### config.mk
export PLATFORM = sky130hd
export DESIGN_NAME = conv_pkt_encoder
export DESIGN_NICKNAME = d
export VERILOG_FILES = /design/src/rtl/conv_enc_pkg.sv /design/src/rtl/pkt_bit_buffer.sv /design/src/rtl/conv_shift_unit.sv /design/src/rtl/enc_sequencer.sv /design/src/rtl/conv_pkt_encoder.sv
export SDC_FILE = /design/constraint.sdc
export NUM_CORES = 1
export LEC_CHECK = 0
export BUFFER_PORTS_ARGS = -buffer_cell sky130_fd_sc_hd__buf_2
export CORE_ASPECT_RATIO = 1.4
export CORE_MARGIN = 2
export CORE_UTILIZATION = 60
export CTS_CLUSTER_DIAMETER = 80
export DETAILED_ROUTE_END_ITERATION = 10
export PLACE_DENSITY_LB_ADDON = 0.2
export SYNTH_ARGS = -nofsm -noshare
export SYNTH_HDL_FRONTEND = slang
export SYNTH_HIERARCHICAL = 1
export SYNTH_SLANG_ARGS = --single-unit
### constraint.sdc
create_clock -name clk -period 4.6 [get_ports clk]
set_input_delay 0.69 -clock clk [delete_from_list [all_inputs] [get_ports clk]]
set_output_delay 0.69 -clock clk [all_outputs]
set_load 0.02 [all_outputs]
### src/rtl/conv_enc_pkg.sv
// Shared definitions for the packet convolutional encoder.
// Assumes a constraint length of 7 (six delay stages).
package conv_enc_pkg;

    localparam int ZLEN = 6;

    // Termination schemes, numbered as seen on cfg_mode
    typedef enum logic [1:0] {
        TERM_TRUNC   = 2'd0,
        TERM_ZTAIL   = 2'd1,
        TERM_TB_LAST = 2'd2,
        TERM_TB_FRST = 2'd3
    } term_mode_e;

    typedef enum logic [1:0] {
        SQ_FILL = 2'd0,
        SQ_PRE  = 2'd1,
        SQ_ENC  = 2'd2,
        SQ_TAIL = 2'd3
    } seq_state_e;

    function automatic logic is_tail_biting(input term_mode_e m);
        return (m == TERM_TB_LAST) || (m == TERM_TB_FRST);
    endfunction

endpackage

### src/rtl/pkt_bit_buffer.sv
// Single-bit-wide packet store: one write port, one asynchronous read port.
// Assumes the writer never addresses beyond DEPTH-1. Contents are not reset.
module pkt_bit_buffer #(
    parameter int DEPTH = 64,
    localparam int AW = $clog2(DEPTH)
) (
    input  logic          clk,
    input  logic          rst_n,
    input  logic          wr_en,
    input  logic [AW-1:0] wr_addr,
    input  logic          wr_bit,
    input  logic [AW-1:0] rd_addr,
    output logic          rd_bit
);
    logic [DEPTH-1:0] mem_q;

    // Store one packet bit per accepted write
    always_ff @(posedge clk) begin
        if (wr_en) mem_q[wr_addr] <= wr_bit;
    end

    // Read the bit addressed by the sequencer
    always_comb rd_bit = mem_q[rd_addr];


    wr_addr_range_chk: assert property (@(posedge clk) disable iff (!rst_n)
        wr_en |-> (int'(wr_addr) < DEPTH));
endmodule

### src/rtl/conv_shift_unit.sv
// Six-stage delay line plus the two generator parity trees.
// state_o[5] holds the most recent input. The window is {bit_in, state_o}.
// Assumes clr and shift_en are never high together.
module conv_shift_unit #(
    parameter logic [6:0] GEN_A = 7'o171,
    parameter logic [6:0] GEN_B = 7'o133,
    localparam int SW = conv_enc_pkg::ZLEN
) (
    input  logic          clk,
    input  logic          rst_n,
    input  logic          clr,
    input  logic          shift_en,
    input  logic          bit_in,
    output logic [SW-1:0] state_o,
    output logic [SW-1:0] next_o,
    output logic [1:0]    sym_o
);
    logic [SW-1:0] sr_q;
    logic [SW:0]   window;

    // Window, parities and the state after one shift
    always_comb begin
        window  = {bit_in, sr_q};
        sym_o   = {^(window & GEN_B), ^(window & GEN_A)};
        next_o  = {bit_in, sr_q[SW-1:1]};
        state_o = sr_q;
    end

    // Delay-line update: clear at packet start, shift on request
    always_ff @(posedge clk) begin
        if (!rst_n || clr) sr_q <= '0;
        else if (shift_en) sr_q <= {bit_in, sr_q[SW-1:1]};
    end


    clr_shift_excl_chk: assert property (@(posedge clk) disable iff (!rst_n)
        $onehot0({clr, shift_en}));
endmodule

### src/rtl/enc_sequencer.sv
// Packet sequencer. Collects bits into the buffer, then walks the buffer
// in the order the latched termination scheme needs. Each preload step
// takes one cycle. Each encode or tail step waits for a free output slot.
// Assumes out_free reports whether the output register can take a symbol.
module enc_sequencer
    import conv_enc_pkg::*;
#(
    parameter int MAX_BITS = 64,
    localparam int AW = $clog2(MAX_BITS),
    localparam int LW = AW + 1
) (
    input  logic          clk,
    input  logic          rst_n,
    input  logic [1:0]    cfg_mode,
    input  logic          in_valid,
    input  logic          in_last,
    output logic          in_ready,
    input  logic          out_free,
    input  logic          rd_bit,
    output logic          buf_we,
    output logic [AW-1:0] buf_waddr,
    output logic [AW-1:0] buf_raddr,
    output logic          clr,
    output logic          shift_en,
    output logic          shift_bit,
    output logic          emit,
    output logic          emit_last,
    output logic          first_step,
    output term_mode_e    mode_o,
    output logic          err_o
);
    seq_state_e    st_q;
    term_mode_e    mode_q;
    term_mode_e    mode_in;
    logic [LW-1:0] len_q;
    logic [LW-1:0] cnt_q;
    logic [AW-1:0] idx_q;
    logic [AW-1:0] wr_q;
    logic          err_q;
    logic          accept;
    logic          pkt_end;
    logic [LW-1:0] n_new;
    logic          step;
    logic [AW-1:0] idx_nx;

    // Handshake, packet-end detection and step decode
    always_comb begin
        mode_in   = term_mode_e'(cfg_mode);
        in_ready  = (st_q == SQ_FILL);
        accept    = in_ready && in_valid;
        pkt_end   = accept && (in_last || (wr_q == AW'(MAX_BITS - 1)));
        n_new     = {1'b0, wr_q} + LW'(1);
        buf_we    = accept;
        buf_waddr = wr_q;
        buf_raddr = idx_q;
        clr       = pkt_end;
        step      = ((st_q == SQ_ENC) || (st_q == SQ_TAIL)) && out_free;
        shift_en  = (st_q == SQ_PRE) || step;
        shift_bit = (st_q == SQ_TAIL) ? 1'b0 : rd_bit;
        emit      = step;
        emit_last = step && (((st_q == SQ_ENC) && (cnt_q == len_q - LW'(1))
                               && (mode_q != TERM_ZTAIL))
                          || ((st_q == SQ_TAIL) && (cnt_q == LW'(ZLEN - 1))));
        first_step = step && (st_q == SQ_ENC) && (cnt_q == '0);
        idx_nx    = ({1'b0, idx_q} == len_q - LW'(1)) ? '0 : idx_q + AW'(1);
        mode_o    = mode_q;
        err_o     = err_q;
    end

    // Phase control, read-index walk and short-packet rejection
    always_ff @(posedge clk) begin
        if (!rst_n) begin
            st_q   <= SQ_FILL;
            mode_q <= TERM_TRUNC;
            len_q  <= '0;
            cnt_q  <= '0;
            idx_q  <= '0;
            wr_q   <= '0;
            err_q  <= 1'b0;
        end else begin
            err_q <= 1'b0;
            unique case (st_q)
                SQ_FILL: begin
                    if (accept) wr_q <= wr_q + AW'(1);
                    if (pkt_end) begin
                        wr_q   <= '0;
                        mode_q <= mode_in;
                        len_q  <= n_new;
                        cnt_q  <= '0;
                        if (is_tail_biting(mode_in) && (n_new < LW'(ZLEN))) begin
                            err_q <= 1'b1;
                        end else if (is_tail_biting(mode_in)) begin
                            st_q  <= SQ_PRE;
                            idx_q <= (mode_in == TERM_TB_LAST) ? AW'(n_new - LW'(ZLEN)) : '0;
                        end else begin
                            st_q  <= SQ_ENC;
                            idx_q <= '0;
                        end
                    end
                end
                SQ_PRE: begin
                    idx_q <= idx_nx;
                    if (cnt_q == LW'(ZLEN - 1)) begin
                        cnt_q <= '0;
                        st_q  <= SQ_ENC;
                    end else begin
                        cnt_q <= cnt_q + LW'(1);
                    end
                end
                SQ_ENC: begin
                    if (step) begin
                        idx_q <= idx_nx;
                        if (cnt_q == len_q - LW'(1)) begin
                            cnt_q <= '0;
                            st_q  <= (mode_q == TERM_ZTAIL) ? SQ_TAIL : SQ_FILL;
                        end else begin
                            cnt_q <= cnt_q + LW'(1);
                        end
                    end
                end
                SQ_TAIL: begin
                    if (step) begin
                        if (cnt_q == LW'(ZLEN - 1)) begin
                            cnt_q <= '0;
                            st_q  <= SQ_FILL;
                        end else begin
                            cnt_q <= cnt_q + LW'(1);
                        end
                    end
                end
                default: st_q <= SQ_FILL;
            endcase
        end
    end


    preload_len_chk: assert property (@(posedge clk) disable iff (!rst_n)
        (st_q == SQ_PRE) |-> (cnt_q < LW'(ZLEN)) && !emit);


    err_no_emit_chk: assert property (@(posedge clk) disable iff (!rst_n)
        err_q |-> (st_q == SQ_FILL) && !emit);


    tail_only_zero_mode_chk: assert property (@(posedge clk) disable iff (!rst_n)
        (st_q == SQ_TAIL) |-> (mode_q == TERM_ZTAIL));
endmodule

### src/rtl/conv_pkt_encoder.sv
// Top: rate-1/2, constraint-length-7 packet encoder with four termination
// schemes. Owns the output register and the end-state debug flag.
// Assumes cfg_mode is valid when the packet's ending bit is offered.
module conv_pkt_encoder
    import conv_enc_pkg::*;
#(
    parameter int MAX_BITS = 64,
    parameter logic [6:0] GEN_A = 7'o171,
    parameter logic [6:0] GEN_B = 7'o133
) (
    input  logic       clk,
    input  logic       rst_n,
    input  logic [1:0] cfg_mode,
    input  logic       in_valid,
    output logic       in_ready,
    input  logic       in_bit,
    input  logic       in_last,
    output logic       out_valid,
    input  logic       out_ready,
    output logic [1:0] out_sym,
    output logic       out_last,
    output logic       err_short,
    output logic       state_match
);
    localparam int AW = $clog2(MAX_BITS);

    logic          buf_we;
    logic [AW-1:0] buf_waddr;
    logic [AW-1:0] buf_raddr;
    logic          rd_bit;
    logic          clr;
    logic          shift_en;
    logic          shift_bit;
    logic          emit;
    logic          emit_last;
    logic          first_step;
    term_mode_e    mode;
    logic          out_free;
    logic [ZLEN-1:0] cur_state;
    logic [ZLEN-1:0] next_state;
    logic [ZLEN-1:0] seed_q;
    logic [ZLEN-1:0] seed_ref;
    logic [1:0]      sym;
    logic            ov_q;
    logic [1:0]      sym_q;
    logic            last_q;
    logic            match_q;

    pkt_bit_buffer #(.DEPTH(MAX_BITS)) buf_i (
        .clk(clk), .rst_n(rst_n), .wr_en(buf_we), .wr_addr(buf_waddr),
        .wr_bit(in_bit), .rd_addr(buf_raddr), .rd_bit(rd_bit)
    );

    enc_sequencer #(.MAX_BITS(MAX_BITS)) seq_i (
        .clk(clk), .rst_n(rst_n), .cfg_mode(cfg_mode), .in_valid(in_valid),
        .in_last(in_last), .in_ready(in_ready), .out_free(out_free),
        .rd_bit(rd_bit), .buf_we(buf_we), .buf_waddr(buf_waddr),
        .buf_raddr(buf_raddr), .clr(clr), .shift_en(shift_en),
        .shift_bit(shift_bit), .emit(emit), .emit_last(emit_last),
        .first_step(first_step), .mode_o(mode), .err_o(err_short)
    );

    conv_shift_unit #(.GEN_A(GEN_A), .GEN_B(GEN_B)) sh_i (
        .clk(clk), .rst_n(rst_n), .clr(clr), .shift_en(shift_en),
        .bit_in(shift_bit), .state_o(cur_state), .next_o(next_state),
        .sym_o(sym)
    );

    // Output slot is free when empty or being drained this cycle
    always_comb begin
        out_free    = !ov_q || out_ready;
        seed_ref    = first_step ? cur_state : seed_q;
        out_valid   = ov_q;
        out_sym     = sym_q;
        out_last    = last_q;
        state_match = match_q;
    end

    // Output register: load on emit, clear once consumed
    always_ff @(posedge clk) begin
        if (!rst_n) begin
            ov_q   <= 1'b0;
            sym_q  <= '0;
            last_q <= 1'b0;
        end else if (emit) begin
            ov_q   <= 1'b1;
            sym_q  <= sym;
            last_q <= emit_last;
        end else if (out_ready) begin
            ov_q   <= 1'b0;
        end
    end

    // Capture the start state and judge the end state of each packet
    always_ff @(posedge clk) begin
        if (!rst_n) begin
            seed_q  <= '0;
            match_q <= 1'b0;
        end else begin
            if (first_step) seed_q <= cur_state;
            if (emit && emit_last) match_q <= (next_state == seed_ref);
        end
    end


    hold_under_stall_chk: assert property (@(posedge clk) disable iff (!rst_n)
        (out_valid && !out_ready) |=> out_valid && $stable(out_sym) && $stable(out_last));


    ztail_ends_zero_chk: assert property (@(posedge clk) disable iff (!rst_n)
        (emit && emit_last && (mode == TERM_ZTAIL)) |-> (next_state == '0));


    tb_state_closes_chk: assert property (@(posedge clk) disable iff (!rst_n)
        (emit && emit_last && is_tail_biting(mode)) |=> state_match);


    no_input_while_busy_chk: assert property (@(posedge clk) disable iff (!rst_n)
        emit |-> !in_ready);
endmodule

# Word level (Yosys, flattened, before mapping)
# Cells that the tools add are included.
# totals
output_inout_bits	7
word_cells	112
mem_count	0
ramBits	0
rom_bits	0
latch_bits	0
regBits	112
input_bits	8
# classes
bitwise	0
order_cmp	4
mul	0
reduce_logical	34
addsub	6
n_eq_ne	19
muxes	35
n_div	0
n_shift	0
# ops
operator	count
bitwise mux 64 bit	1
2-to-1 mux 6 bit	9
2-to-1 mux 7 bit	5
case mux 7 bit (4 select lines)	1
2-to-1 mux 2 bit	9
case mux 6 bit (3 select lines)	1
< comparator 6 x 7 -> 1 bit, second input constant	2
parity 7 bit	2
adder 6 x 1 -> 6 bit, second input constant	2
logical AND 1 bit	12
!= test 2 bit, second input constant	6
equality test 2 bit, second input constant	4
case mux 2 bit (4 select lines)	1
adder 6 x 1 -> 7 bit, second input constant	1
adder 7 x 1 -> 7 bit, second input constant	1
equality test 6 x 7 -> 1 bit	1
equality test 7 x 3 -> 1 bit, second input constant	1
equality test 7 bit	1
logical NOT 7 bit	1
logical OR 1 bit	7
< comparator 7 x 3 -> 1 bit, second input constant	1
AND reduction 7 bit	1
subtractor 7 x 1 -> 7 bit, second input constant	1
binary-select mux 1 bit (select 6 bit)	1
other kinds (15)	26

# Logic depth before layout (Yosys ltp)
# Gate-level depths: netlist of the first run.
# depth
word_depth	7
ltp_mapped	12
mapped_depth_nobuf	11

# Hierarchy
# The synthesis of the first run kept the hierarchy.
# by_module_without_submodules
mod	area_per_inst_um2	cells_per_inst	instances	seq_area_each_um2
pkt_bit_buffer	2971.6	206	1	1921.8
enc_sequencer	2197.1	263	1	620.6
conv_pkt_encoder	481.7	45	1	220.2
conv_shift_unit	332.8	30	1	120.1

# Worst setup path after synthesis of the first run
# No wires, ideal clock.
# synth_path
path_type	flip-flop to flip-flop
from	register seq_i.idx_q[0] (netlist: seq_i/buf_raddr[0])
to	register sym_q[1] (netlist: out_sym[1])
path_slack_ns	2.060
arrival_ns	2.424
path_buffers	2
stages_incl_launch_ff	12
required_time_ns	4.484
period_less_slack_ns	2.540
setup_ns	0.116
cell_sequence	dfxtp_1 > buf_6 > buf_12 > mux4_2 > a221oi_2 > o21ai_1 > o2bb2ai_1 > nor2b_1 > inv_1 > xnor3_1 > mux2i_1 > nor2b_1
# synth_between
elab_chain_cells	4
# synth_lines
element	line_no	source
from (decl)	enc_sequencer.sv:37	logic [AW-1:0] idx_q;
from (signal assigned)	enc_sequencer.sv:94	idx_q <= (mode_in == TERM_TB_LAST) ? AW'(n_new - LW'(ZLEN)) : '0;
from (signal assigned)	enc_sequencer.sv:102	idx_q <= idx_nx;
from (signal assigned)	enc_sequencer.sv:112	idx_q <= idx_nx;
binary-select mux 1 bit (select 6 bit)	pkt_bit_buffer.sv:23	always_comb rd_bit = mem_q[rd_addr];
2-to-1 mux 1 bit (implied by the code)	pkt_bit_buffer.sv:23	
via rd_bit	conv_pkt_encoder.sv:30	logic rd_bit;
2-to-1 mux 1 bit	enc_sequencer.sv:59	shift_bit = (st_q == SQ_TAIL) ? 1'b0 : rd_bit;
via shift_bit	conv_pkt_encoder.sv:33	logic shift_bit;
parity 7 bit	conv_shift_unit.sv:24	sym_o = {^(window & GEN_B), ^(window & GEN_A)};
via sym[1]	conv_pkt_encoder.sv:43	logic [1:0] sym;
to (signal assigned)	conv_pkt_encoder.sv:87	sym_q <= sym;
to (decl)	conv_pkt_encoder.sv:45	logic [1:0] sym_q;
# The timed path passes the listed nets, and every way through them passes these cells. The select of a mux whose other input is x is not followed.
# A chain may end at the register's enable or synchronous reset.

# Final worst setup path of the first run
# layout_path
from	register seq_i.wr_q[0] (netlist: seq_i/buf_waddr[0])
to	register seq_i.idx_q[5] (netlist: seq_i/buf_raddr[5])
# layout_between
elab_chain_cells	7
word_cells_on_any_way	15
classes_between	add/sub: 2; order compare: 1; eq/ne: 3; mux: 5; reduce/logical: 4
# layout_lines
element	line_no	source
from (decl)	enc_sequencer.sv:38	logic [AW-1:0] wr_q;
from (signal assigned)	enc_sequencer.sv:84	if (accept) wr_q <= wr_q + AW'(1);
adder 6 x 1 -> 7 bit (*)	enc_sequencer.sv:52	n_new = {1'b0, wr_q} + LW'(1);
via seq_i.n_new[2]	enc_sequencer.sv:42	logic [LW-1:0] n_new;
subtractor 6 x 3 -> 6 bit	enc_sequencer.sv:94	
2-to-1 mux 6 bit	enc_sequencer.sv:94	
2-to-1 mux 6 bit	enc_sequencer.sv:92	end else if (is_tail_biting(mode_in)) begin
2-to-1 mux 6 bit	enc_sequencer.sv:90	if (is_tail_biting(mode_in) && (n_new < LW'(ZLEN))) begin
2-to-1 mux 6 bit	enc_sequencer.sv:85	if (pkt_end) begin
case mux 6 bit (3 select lines)	enc_sequencer.sv:82	unique case (st_q)
# Mark *: on every way through the listed nets, which the timed path passes. The rest lies on a longest branch. The select of a mux whose other input is x is not followed.

==> results_dict.tcl, run 1 <==
set metrics [dict create \
    status "completed" \
    die_h_microns 122 \
    synth.distinct_cells 80 \
    utilization_pct 64.4 \
    numCtsBuffers 9 \
    synth-seq-cells 112 \
    post_cts_buffers 0 \
    clkLatencyLatePin_ns 0.36 \
    gp_congestion 0.852 \
    yosys.area.top_type_share_pct 32.1 \
    routed_via_density 5.98 \
    grt_first_pass_wirelength_mm 19.7 \
    drtPass1Iterations 5 \
    htreeDepth 3 \
    n_fill_cell 805 \
    path_common_cell "ha_1" \
    yosysSeqAreaShare_pct 48.2 \
    synthCells 544 \
    fmaxAchievable_ghz 0.336 \
    route.met3.wl_microns 423 \
    top_layer "met4" \
    crit_buf_inv 0 \
    setup_violations 0 \
    cts_hold_repair.buffers 0 \
    drt_iter0_drc 298 \
    power_leakage_nw 2.20 \
    rsz0062_at_grt "no" \
    rows 43 \
    clkTransAtPathRegs_ns 0.08 \
    die_area_sq_um 10800 \
    synth_flop_cell "edfxtp_1" \
    drt-met1-wl_mm 4.95 \
    antenna_found_initial 0 \
    finalCritPeriodShare_pct 64.7 \
    cp_slowest_stage_delay_ns 0.68 \
    final_common_cell "nor2_1" \
    end_kind "flip-flop" \
    synth_area_sq_um 5980 \
    syn2layout_area_growth_pct 5.46 \
    critPathKind "flip-flop to flip-flop" \
    grt_max_degree 65 \
    clock-root-buffer "clkbuf_16" \
    fin_crit_ns 2.98 \
    cts_max_path_buffers 2 \
    finalHoldViolCount 0 \
    vias 4068 \
    crit_chain "ha_1 > xor2_1 > ha_1 > and3b_2 > and3_1 > a21oi_1 > o211ai_1 > o221a_2" \
    placement.io_buffers 14 \
    yosys_warnings 6 \
    cts_sinks 112 \
    cp_max_fo 17 \
    track_usage_pct 24.4 \
    hp-class "flip-flop to flip-flop" \
    wl_mm 12.3 \
    core_sq_um 9790 \
    cts_resized 0 \
    fp.dieW_microns 88.4 \
    path_delay_family "compound AO/OA/AOI/OAI gates" \
    finalMaxSlewViolations 0 \
    diodes 0 \
    fin_worst_skew_ns 0.0118 \
    ios 15 \
    layout.nets 561 \
    start_util_pct 61.1 \
    ir_drop_mv 0.264 \
    ys_top_cells_by_area "edfxtp_1 (32%), dfxtp_1 (16%), mux4_1 (6.1%)" \
    maxCapViolations 0 \
    synth_top_area_cell "edfxtp_1" \
    cp-start-kind "flip-flop" \
    async_flop_share_pct 0 \
    layout_common_cells "nor2_1 (96), edfxtp_1 (64), dfxtp_1 (48), nand2_1 (30), a21oi_1 (21)" \
    ant_nets 0 \
    wl_per_cell_microns 18.1 \
    cts_tree "built" \
    avgSynthCellArea_sq_um 11.0 \
    critical_path.slowest_cell "dfxtp_1" \
    dp.final_hpwl_mm 8.39 \
    mappedNetlistNets 565 \
    grt_overflow 0 \
    synth-edff-count 64 \
    max_slew_margin_pct 19.5 \
    drive_gt1_share_pct 10.5 \
    tightest_slew_ns 1.20 \
    worstPathRequired_ns 4.86 \
    grt_pass1_vias 3965 \
    drc_errors 0 \
    wl_met2_mm 6.61 \
    power_density_nw_per_um2 460 \
    tns_ns 0 \
    critPathArrivalTime_ns 3.23 \
]
-- routing by layer --
metal | global-route usage [%] | vias up
met1 | 28.5 | 1986
met2 | 43.4 | 85
li1 | - | 1974
met4 | 9.94 | 0
met3 | 4.47 | 23
met5 | 0 | -
-- cell usage after synthesis, types with 9 or more instances --
| cell type | instances |
|---|---|
| nand2_1 | 30 |
| nand2b_1 | 14 |
| nor2_1 | 96 |
| nand3_1 | 18 |
| inv_1 | 14 |
| and3_1 | 9 |
| dfxtp_1 | 48 |
| ha_1 | 13 |
| clkbuf_1 | 12 |
| xor2_1 | 14 |
| edfxtp_1 | 64 |
| mux2i_1 | 19 |
| mux4_1 | 14 |
| a31oi_1 | 10 |
| nor2b_1 | 13 |
| xnor2_1 | 19 |
| nor3_1 | 10 |
| a21oi_1 | 21 |
-- final cells by class --
cell class	count	area, sq um	share of cell area, %
inverters	15	56.3	0.892
multi-input cells	387	2830	44.9
flip-flops and latches	112	2880	45.7
clock buffers	9	225	3.57
repair buffers	15	77.6	1.23
clock inverters	7	66.3	1.05
well taps	135	169	2.68
-- state kept, by name, summed over array words and instances, names as in the netlist, 6 cells and up --
signal           count
buf_i/mem_q         64
seed_q               6
seq_i/buf_raddr      6
seq_i/buf_waddr      6
seq_i/cnt_q          7
seq_i/len_q          7
sh_i/state_o         6
-- worst paths after layout --
check                                        from                              end  slack, ns  depth (start not counted)
setup reg to reg  seq_i/buf_waddr[0]$_SDFFE_PN0P_  seq_i/buf_raddr[5]$_SDFFE_PN0P_       1.62                          8
hold reg to reg      seq_i/mode_o[0]$_SDFFE_PN0P_     seq_i/mode_o[0]$_SDFFE_PN0P_       0.47                          2
setup / recovery  seq_i/buf_waddr[0]$_SDFFE_PN0P_  seq_i/buf_raddr[5]$_SDFFE_PN0P_       1.62                          8
hold / removal       seq_i/mode_o[0]$_SDFFE_PN0P_     seq_i/mode_o[0]$_SDFFE_PN0P_       0.47                          2
-- metrics by stage --
step	area (sq um)	instances	power [mW]	setup WS [ns]	hold slack [ns]
4_1_cts	6310	680	2.91	1.67	0.465
5_1_grt	6310	680	3.04	1.38	0.500
2_1_floorplan	5980	544	1.98	2.06	0.431
6_report	6310	680	2.90	1.62	0.465
3_3_place_gp	6020	664	2.13	1.75	0.458
3_5_place_dp	6020	664	2.14	1.70	0.454
-- tightest hold or removal path, delay by kind of cell (launching register included) --
| kind | cells | cell delay (ns) |
|---|---|---|
| simple gates | 1 | 0.05 |
| flops | 1 | 0.32 |
| compound gates | 1 | 0.06 |
-- report_power, final --
group / total, mW / switching, mW / internal [mW]
clock network: 0.774 / 0.391 / 0.383
registers: 1.21 / 0.107 / 1.11
logic: 0.918 / 0.496 / 0.422
-- cell families (layout without fill, tap and decap cells) --
| family | Yosys count | count (layout) | synth area share [%] |
|---|---|---|---|
| AOI/OAI and AO/OA | 78 | 78 | 9.37 |
| xor gates and xnor gates | 36 | 36 | 6.00 |
| adders and majority gates | 13 | 13 | 2.72 |
| buffers and inverters | 45 | 46 | 4.47 |
| DFF | 112 | 112 | 48.2 |
| muxes | 37 | 37 | 10.5 |
| and+or+nand+nor | 223 | 223 | 18.8 |
Power figures use the tool's default switching activity.
==> run 2: changes to the inputs <==
CORE_UTILIZATION = 57   (was 60)
clock period = 2.5 ns   (was 4.6 ns; I/O delays follow)
==> run 2 against run 1 <==
Effect of this change:
- sequential power is 81% higher
- cell count increased by 5.3%
- utilization grew 0.072 points
- critical endpoint is now state_match$_SDFFE_PN0P_
- combinational power grew 110%
- hold slack lost 0.18 ns
- die area grew 5.1%
- largest cell class is now multi-input combinational cells
- sequential share of layout area down 2.2 points
- non-clock buffer count rose by 33
- critical path type unchanged
- routed wire length increased by 3.3%
==> results_dict.tcl, run 2 (synthesis gave the netlist of run 1 again) <==
set metrics [dict create \
    placed_area_sq_um 6240 \
    cp_slowest_stage_delay_ns 0.54 \
    finalHoldWorstSlack_ns 0.287 \
    place_inst 694 \
    tns_ns 0 \
    drt_iter0_drc 252 \
    cts_sinks 112 \
    holdPathStages 3 \
    clkTransAtPathRegs_ns 0.08 \
    ant_nets 0 \
    die_area_sq_um 11300 \
    max_slew_margin_pct 24.7 \
    power_density_nw_per_um2 831 \
    grt_overflow 0 \
    dp_slack_ns -0.0445 \
    final_common_cell "nor2_1" \
    wl_mm 12.7 \
    hp-class "primary input to flip-flop" \
    worstRegToRegCells 10 \
    cp-start-kind "flip-flop" \
    reg_top3 "buf_i/mem_q: 64 flops, seq_i/cnt_q: 7 flops, seq_i/len_q: 7 flops" \
    clock-root-buffer "clkbuf_16" \
    maxCapViolations 0 \
    path_delay_family "multiplexers" \
    critPathArrivalTime_ns 2.61 \
    power_leakage_nw 2.38 \
    design_area_sq_um 6640 \
    critPathKind "flip-flop to flip-flop" \
    layout_common_cells "nor2_1 (96), edfxtp_1 (64), dfxtp_1 (44), buf_4 (32), nand2_1 (30)" \
    antenna_found_initial 0 \
    layout.nets 594 \
    drive_gt1_share_pct 18.0 \
    wl_per_cell_microns 17.7 \
    ios 15 \
    r2r-start "seq_i/buf_raddr[0]$_SDFFE_PN0P_" \
    regMostFlops "buf_i/mem_q" \
    vias 4175 \
    fin_crit_ns 2.35 \
    grt_max_degree 65 \
    fin_worst_skew_ns 0.00947 \
    rsz0062_at_grt "yes" \
    setup_ws_ns 0.148 \
    tightest_slew_ns 1.12 \
    cts_max_path_buffers 2 \
    drc_errors 0 \
    start_util_pct 58.1 \
    finalCritPeriodShare_pct 94.1 \
    fp.dieW_microns 90.6 \
    hp-start "cfg_mode[0]" \
    critical_path.slowest_cell "mux4_1" \
    finalMaxSlewViolations 0 \
    cts_tree "built" \
    die_h_microns 125 \
    status "completed" \
    syn2layout_area_growth_pct 11.0 \
    setup_violations 0 \
    drtPass1Iterations 4 \
    rrSetupSlack_ns 0.15 \
    fin_cells 716 \
    core_sq_um 10300 \
    placement.io_buffers 14 \
    grt_pass1_vias 4095 \
    dp.final_hpwl_mm 8.93 \
    routed_via_density 5.83 \
    crit_buf_inv 2 \
    worstPathRequired_ns 2.75 \
    crit_chain "buf_12 > mux4_1 > mux2_2 > o221ai_2 > o2bb2ai_1 > nor2b_1 > buf_4 > xnor2_2 > nor4_2 > a32o_1" \
    diodes 0 \
    r2r-end "state_match$_SDFFE_PN0P_" \
    gp_congestion 0.840 \
    end_kind "flip-flop" \
    hold_end "seq_i/mode_o[0]$_SDFFE_PN0P_" \
    finalHoldViolCount 0 \
    grt_first_pass_wirelength_mm 20.5 \
    rows 44 \
    track_usage_pct 23.2 \
    cp_max_fo 8 \
    fmaxAchievable_ghz 0.425 \
    ir_drop_mv 0.507 \
    numCtsBuffers 9 \
    htreeDepth 3 \
    clkLatencyLatePin_ns 0.36 \
    largest_reg_flops 64 \
]
==> run 2: worst max path at each step <==
| stage | start | end | slack, ns | cells after the start |
|---|---|---|---|---|
| floorplan | seq_i/buf_raddr[0]$_SDFFE_PN0P_ | out_sym[1]$_SDFFE_PN0P_ | 0.03 | 11 |
| global placement | seq_i/buf_raddr[0]$_SDFFE_PN0P_ | out_sym[1]$_SDFFE_PN0P_ | 0.05 | 10 |
| detailed placement | seq_i/buf_raddr[0]$_SDFFE_PN0P_ | out_sym[1]$_SDFFE_PN0P_ | -0.04 | 10 |
| CTS | seq_i/len_q[1]$_SDFFE_PN0P_ | seq_i/st_q[0]$_SDFFE_PN0P_ | 0.02 | 9 |
| global route | seq_i/st_q[0]$_SDFFE_PN0P_ | seq_i/cnt_q[2]$_SDFFE_PN0P_ | -0.02 | 11 |
| finish | seq_i/buf_raddr[0]$_SDFFE_PN0P_ | state_match$_SDFFE_PN0P_ | 0.15 | 10 |
==> run 2: worst reg2reg max path, delay by kind of cell (launching register included) <==
family          cells  cell delay (ns)
compound gates      3             0.46
xor+xnor            1             0.13
buf+inv             2             0.28
flops               1             0.38
mux                 2             0.82
simple gates        2             0.19
==> run 2: report_power, final <==
group / total, mW / switching (mW) / internal (mW)
Combinational: 1.96 / 1.02 / 0.942
Sequential: 2.19 / 0.148 / 2.04
Clock: 1.37 / 0.682 / 0.691
Total: 5.52 / 1.85 / 3.68
==> run 2: timing repair <==
action	4_1_cts	5_1_grt
gates resized for setup	2	15
setup buffers	2	4
hold buffers	0	0
setup endpoints to repair	2	13
pin swaps	2	8
==> run 2: layout make-up <==
type	instances	area, sq um
Fill cell	839	3650
Tap cell	138	173
Multi-Input combinational cell	387	2900
Inverter	15	60.1
Clock inverter	6	51.3
Timing Repair Buffer	48	342
Clock buffer	10	229
Sequential cell	112	2890
==> run 2: per-layer routing <==
metal | wire, microns | track usage (%) | share of wire [%]
met5 | 0 | 0 | 0
met3 | 406 | 3.49 | 3.2
met4 | 506 | 13.6 | 4.0
met1 | 5120 | 27.3 | 40
met2 | 6650 | 40.1 | 52
==> run 2: stage by stage <==
| step | power (mW) | util, % |
|---|---|---|
| global placement | 4.05 | 60.6 |
| detailed placement | 4.09 | 60.6 |
| CTS | 5.46 | 63.5 |
| floorplan | 3.65 | - |
| global route | 5.80 | 64.5 |
| finish | 5.52 | 64.5 |
